**src/rtl/ord_pkg.sv**
```systemverilog
package ord_pkg;
  typedef enum logic [1:0] {
    LBL_DATA = 2'b00,
    LBL_ACQ  = 2'b01,
    LBL_REL  = 2'b10,
    LBL_FULL = 2'b11
  } lbl_e;

  localparam logic MODE_WO = 1'b0;
  localparam logic MODE_RC = 1'b1;
endpackage

```
**src/rtl/ord_free_pick.sv**
```systemverilog
module ord_free_pick #(
  parameter int DEPTH = 8,
  parameter int TW    = 3
) (
  input  logic [DEPTH-1:0] busy,
  output logic             found,
  output logic [TW-1:0]    idx
);
  // lowest free index wins: scan downward so the last hit is the lowest
  always_comb begin
    found = 1'b0;
    idx   = '0;
    for (int i = DEPTH - 1; i >= 0; i--) begin
      if (!busy[i]) begin
        found = 1'b1;
        idx   = TW'(i);
      end
    end
  end
endmodule

```
**src/rtl/ord_tag_table.sv**
```systemverilog
module ord_tag_table #(
  parameter int DEPTH = 8,
  parameter int AW    = 16,
  parameter int TW    = 3,
  parameter int CW    = 4
) (
  input  logic             clk,
  input  logic             rst,
  input  logic             alloc_en,
  input  logic [TW-1:0]    alloc_tag,
  input  logic [AW-1:0]    alloc_addr,
  input  logic             alloc_write,
  input  logic [1:0]       alloc_label,
  input  logic             ack_valid,
  input  logic [TW-1:0]    ack_tag,
  input  logic [AW-1:0]    chk_addr,
  output logic [DEPTH-1:0] busy,
  output logic [CW-1:0]    cnt,
  output logic             hazard,
  output logic             any_sync,
  output logic             any_acq
);
  logic [AW-1:0] ent_addr  [DEPTH];
  logic          ent_write [DEPTH];
  logic [1:0]    ent_label [DEPTH];

  // status bits: reset, set on allocation, cleared by a matching ack
  always_ff @(posedge clk) begin
    if (rst) begin
      busy <= '0;
    end else begin
      for (int i = 0; i < DEPTH; i++) begin
        if (alloc_en && alloc_tag == TW'(i))
          busy[i] <= 1'b1;
        else if (ack_valid && ack_tag == TW'(i))
          busy[i] <= 1'b0;
      end
    end
  end

  // payload: loaded on allocation only, qualified by busy
  always_ff @(posedge clk) begin
    for (int i = 0; i < DEPTH; i++) begin
      if (alloc_en && alloc_tag == TW'(i)) begin
        ent_addr[i]  <= alloc_addr;
        ent_write[i] <= alloc_write;
        ent_label[i] <= alloc_label;
      end
    end
  end

  always_comb begin
    cnt      = '0;
    hazard   = 1'b0;
    any_sync = 1'b0;
    any_acq  = 1'b0;
    for (int i = 0; i < DEPTH; i++) begin
      cnt = cnt + CW'(busy[i]);
      if (busy[i] && ent_write[i] && ent_addr[i] == chk_addr) hazard = 1'b1;
      if (busy[i] && ent_label[i] != 2'b00) any_sync = 1'b1;
      if (busy[i] && ent_label[i][0]) any_acq = 1'b1;
    end
  end
endmodule

```
**src/rtl/ord_gate.sv**
```systemverilog
module ord_gate
  import ord_pkg::*;
(
  input  logic       mode,
  input  logic [1:0] label,
  input  logic       cnt_zero,
  input  logic       any_sync,
  input  logic       any_acq,
  output logic       order_ok
);
  always_comb begin
    if (mode == MODE_WO) begin
      // every labeled op is a two-sided fence
      order_ok = !any_sync && (label == LBL_DATA || cnt_zero);
    end else begin
      // acquire side blocks later ops, release side waits for earlier ops
      order_ok = !any_acq && (!label[1] || cnt_zero);
    end
  end
endmodule

```
**src/rtl/ord_issue_ctrl.sv**
```systemverilog
module ord_issue_ctrl #(
  parameter int DEPTH = 8,
  parameter int AW    = 16,
  localparam int TW   = (DEPTH > 1) ? $clog2(DEPTH) : 1
) (
  input  logic          clk,
  input  logic          rst,
  input  logic          mode,
  input  logic          op_valid,
  output logic          op_ready,
  input  logic [1:0]    op_label,
  input  logic          op_write,
  input  logic [AW-1:0] op_addr,
  output logic          stall,
  output logic          mem_req_valid,
  input  logic          mem_req_ready,
  output logic          mem_req_write,
  output logic [AW-1:0] mem_req_addr,
  output logic [TW-1:0] mem_req_tag,
  input  logic          mem_ack_valid,
  input  logic [TW-1:0] mem_ack_tag
);
  localparam int CW = TW + 1;

  logic [DEPTH-1:0] busy;
  logic [CW-1:0]    cnt;
  logic             hazard;
  logic             any_sync;
  logic             any_acq;
  logic             free_found;
  logic [TW-1:0]    free_tag;
  logic             order_ok;
  logic             slot_free;
  logic             accept;

  ord_tag_table #(.DEPTH(DEPTH), .AW(AW), .TW(TW), .CW(CW)) u_table (
    .clk         (clk),
    .rst         (rst),
    .alloc_en    (accept),
    .alloc_tag   (free_tag),
    .alloc_addr  (op_addr),
    .alloc_write (op_write),
    .alloc_label (op_label),
    .ack_valid   (mem_ack_valid),
    .ack_tag     (mem_ack_tag),
    .chk_addr    (op_addr),
    .busy        (busy),
    .cnt         (cnt),
    .hazard      (hazard),
    .any_sync    (any_sync),
    .any_acq     (any_acq)
  );

  ord_free_pick #(.DEPTH(DEPTH), .TW(TW)) u_pick (
    .busy  (busy),
    .found (free_found),
    .idx   (free_tag)
  );

  ord_gate u_gate (
    .mode     (mode),
    .label    (op_label),
    .cnt_zero (cnt == '0),
    .any_sync (any_sync),
    .any_acq  (any_acq),
    .order_ok (order_ok)
  );

  assign slot_free = !mem_req_valid || mem_req_ready;
  assign op_ready  = slot_free && free_found && order_ok && !hazard;
  assign accept    = op_valid && op_ready;
  assign stall     = op_valid && !(order_ok && !hazard);

  // registered request stage toward memory
  always_ff @(posedge clk) begin
    if (rst) begin
      mem_req_valid <= 1'b0;
    end else if (accept) begin
      mem_req_valid <= 1'b1;
    end else if (mem_req_ready) begin
      mem_req_valid <= 1'b0;
    end
  end

  always_ff @(posedge clk) begin
    if (accept) begin
      mem_req_write <= op_write;
      mem_req_addr  <= op_addr;
      mem_req_tag   <= free_tag;
    end
  end
endmodule

```
**config.mk**
```make
export PLATFORM = sky130hd
export DESIGN_NAME = ord_issue_ctrl
export DESIGN_NICKNAME = d
export VERILOG_FILES = /design/src/rtl/ord_pkg.sv /design/src/rtl/ord_free_pick.sv /design/src/rtl/ord_tag_table.sv /design/src/rtl/ord_gate.sv /design/src/rtl/ord_issue_ctrl.sv
export SDC_FILE = /design/constraint.sdc
export NUM_CORES = 1
export LEC_CHECK = 0
export ABC_AREA = 1
export BUFFER_PORTS_ARGS = -buffer_cell sky130_fd_sc_hd__clkbuf_2
export CAP_MARGIN = 5
export CELL_PAD_IN_SITES_DETAIL_PLACEMENT = 1
export CELL_PAD_IN_SITES_GLOBAL_PLACEMENT = 2
export CORE_UTILIZATION = 39
export CTS_CLUSTER_DIAMETER = 40
export DETAILED_ROUTE_END_ITERATION = 10
export PLACE_DENSITY = 0.87
export SYNTH_ARGS = -nofsm -noshare
export SYNTH_HDL_FRONTEND = slang
export SYNTH_SLANG_ARGS = --single-unit
```
**constraint.sdc**
```tcl
create_clock -name clk -period 5.1 [get_ports clk]
set_input_delay 0.51 -clock clk [delete_from_list [all_inputs] [get_ports clk]]
set_output_delay 0.51 -clock clk [all_outputs]
set_load 0.05 [all_outputs]
```
==> flow_summary.toml <==
[synthesis]
synthCells = 827
synth_cell_types = 30
synth_warnings = 0
yosysSeqAreaShare_pct = 64.9
synth-main-ff-cell = "edfxtp_1"
synth_nets = 862
netlist_area_um2 = 8230
async_flop_share_pct = 0
synth-edff-count = 172
synth.ff_latch_count = 181
syn_avg_cell_area_um2 = 9.96

[placed_design]
placedCellCount = 1134
port_buffers = 50
dpl_cell_area_um2 = 8740
dp_slack_ns = 0.559
hpwl_mm = 16.1
routabilityCongestion = 0.876

[cells_and_area]
layout_common_cells = "nand2_1 (284), edfxtp_1 (172), inv_1 (116)"
final_layout_size_suffix_gt1_share_pct = 10.7
final_core_util_pct = 45.7
nets = 918
area_growth_pct = 13.8
diodes = 0
final_common_cell = "nand2_1"
final_area_um2 = 9370
fin_cells = 1166

[setup_path]
critPathLaunchType = "flop"
critical_path_class = "flop to output pin"
path_max_fanout = 10
crit_required_ns = 4.59
end_kind = "output pin"
critPathArrivalTime_ns = 4.17
r2r_cells = 16

[detailed_routing]
ant_nets = 0
route.vias.total = 5982
finalWirelength_mm = 23.9
drc = 0
avgViaCountPerCell = 5.13
dr.pass1.iters = 5
drtIter0Drc = 396
wl_per_cell_um = 20.5

[die]
die_x_um = 147
dieArea_um2 = 21700
row_count = 52
die_h_um = 147
fp.coreArea_um2 = 20500
io_pins = 51
start_util_pct = 40.2

[timing]
finalHoldViolCount = 0
fin_crit_ns = 4.68
rsz0062_at_grt = "false"
max_slew.worst_pin.slew_ns = 0.802
slew_headroom_pct = 46.4
final.setup.tns_ns = 0
clock_skew_ns = 0.00997
setup_viol = 0
period_share_pct = 91.8
fmax_mhz = 214
maxSlewViolCount = 0
fin_ws_ns = 0.421

[min_path]
whs_path_depth = 4
hold_class = "primary input to flop"

[flow_run]
maxCapViolCount = 0

[power_and_ir_drop]
pwr_density_cell_nw_per_um2 = 384
ir_drop_v = 0.000251
power.leakage_nw = 4.00

[global_route]
antenna_found_initial = 0
grt_max_degree = 20
grt_usage_pct = 23.3
grt_pass1_vias = 5967
grt_first_pass_wirelength_mm = 36.2
grt-ovfl-total = 0

[clock_tree]
worstSkewPairLatency_ns = 0.44
cts_resized = 0
cts_tree = "yes"
cts-root-buf = "clkbuf_16"
clk_pin_slew_ns = 0.07
cts_buffers = 17
cts_buffer_depth = 2
clock_sinks = 181
cts_setup_buffers = 0
h-tree-depth = 4
cts_hold_buf = 0

[run_status]
status = "finished clean"
==> registers in the layout, summed over array words and instances, names as in the netlist <==
name,flops
mem_req_addr,16
u_table.ent_addr,128
mem_req_write,1
u_table.ent_write,8
mem_req_tag,3
u_table.ent_label,16
mem_req_valid,1
u_table.busy,8
==> worst paths after layout <==
check | from | to | slack (ns)
max | u_table.busy[1] | op_ready | 0.42
min | mem_req_ready | mem_req_valid | 0.37
max reg2reg | u_table.busy[1] | u_table.ent_addr[0][22] | 0.57
min reg2reg | mem_req_valid | mem_req_valid | 0.51
==> worst max-delay path, stage by stage (launching register included) <==
cell and delay [ns]:
dfxtp_1 0.47, ha_1 0.28, inv_1 0.07, fa_1 0.43
fa_1 0.49, inv_1 0.05, fa_1 0.39, inv_1 0.08
fa_1 0.18, nor2_1 0.04, nor3b_1 0.21, a21oi_1 0.10
nor2_1 0.14, nand4_1 0.16, nor2_4 0.30, clkbuf_2 0.34
==> metal layers <==
metal / vias up / GRT usage (%) / wire [µm]
li1: 2765 / - / -
met1: 2998 / 32.6 / 11100
met2: 184 / 36.3 / 11000
met3: 35 / 3.57 / 1160
met4: 0 / 9.23 / 677
met5: - / 0 / 0
==> cell type report <==
type	count	area (µm²)
Inverter	121	454
Timing Repair Buffer	54	280
Multi-Input combinational cell	508	2320
Tap cell	270	338
Clock inverter	14	198
Clock buffer	18	429
Sequential cell	181	5350
Fill cell	2316	11100
==> where the power goes <==
part | total (W) | internal, W | switching (W)
sequential | 0.00174 | 0.00171 | 0.0000289
clock | 0.00141 | 0.000827 | 0.000583
combinational | 0.000444 | 0.0000939 | 0.000350
total | 0.00360 | 0.00263 | 0.000962
==> through the flow <==
stage / total power (W) / hold WS, ns
final: 0.00360 / 0.369
after CTS: 0.00361 / 0.364
after global routing: 0.00371 / 0.385
after detailed placement: 0.00222 / 0.502
after global placement: 0.00221 / 0.508
after floorplan: 0.00206 / 0.506
==> Yosys cell counts, types with 2 or more instances <==
cell,instances,area (µm²)
dfxtp_1,9,180
ha_1,3,37.5
edfxtp_1,172,5160
a22o_1,3,26.3
nand3_1,24,120
fa_1,4,80.1
o21ai_0,41,205
a21oi_1,14,70.1
nand4_1,2,12.5
buf_2,5,25.0
inv_1,116,435
nor2_2,2,12.5
nor2_1,79,297
nand2_1,284,1070
xor2_1,25,219
o211ai_1,5,37.5
inv_2,5,18.8
xnor2_1,2,17.5
nor3_1,8,40.0
o21ai_1,4,20.0
buf_4,11,82.6
==> logic make-up (layout without fill, tap and decap cells) <==
| logic type | Yosys count | in the layout | synth area share, % |
|---|---|---|---|
| flops | 181 | 181 | 64.9 |
| buf+inv | 138 | 207 | 6.87 |
| compound gates | 69 | 69 | 4.59 |
| fa+ha+maj | 7 | 7 | 1.43 |
| xor+xnor | 27 | 27 | 2.87 |
| simple gates | 405 | 405 | 19.3 |
No activity file was read; power rests on OpenSTA's default activity.
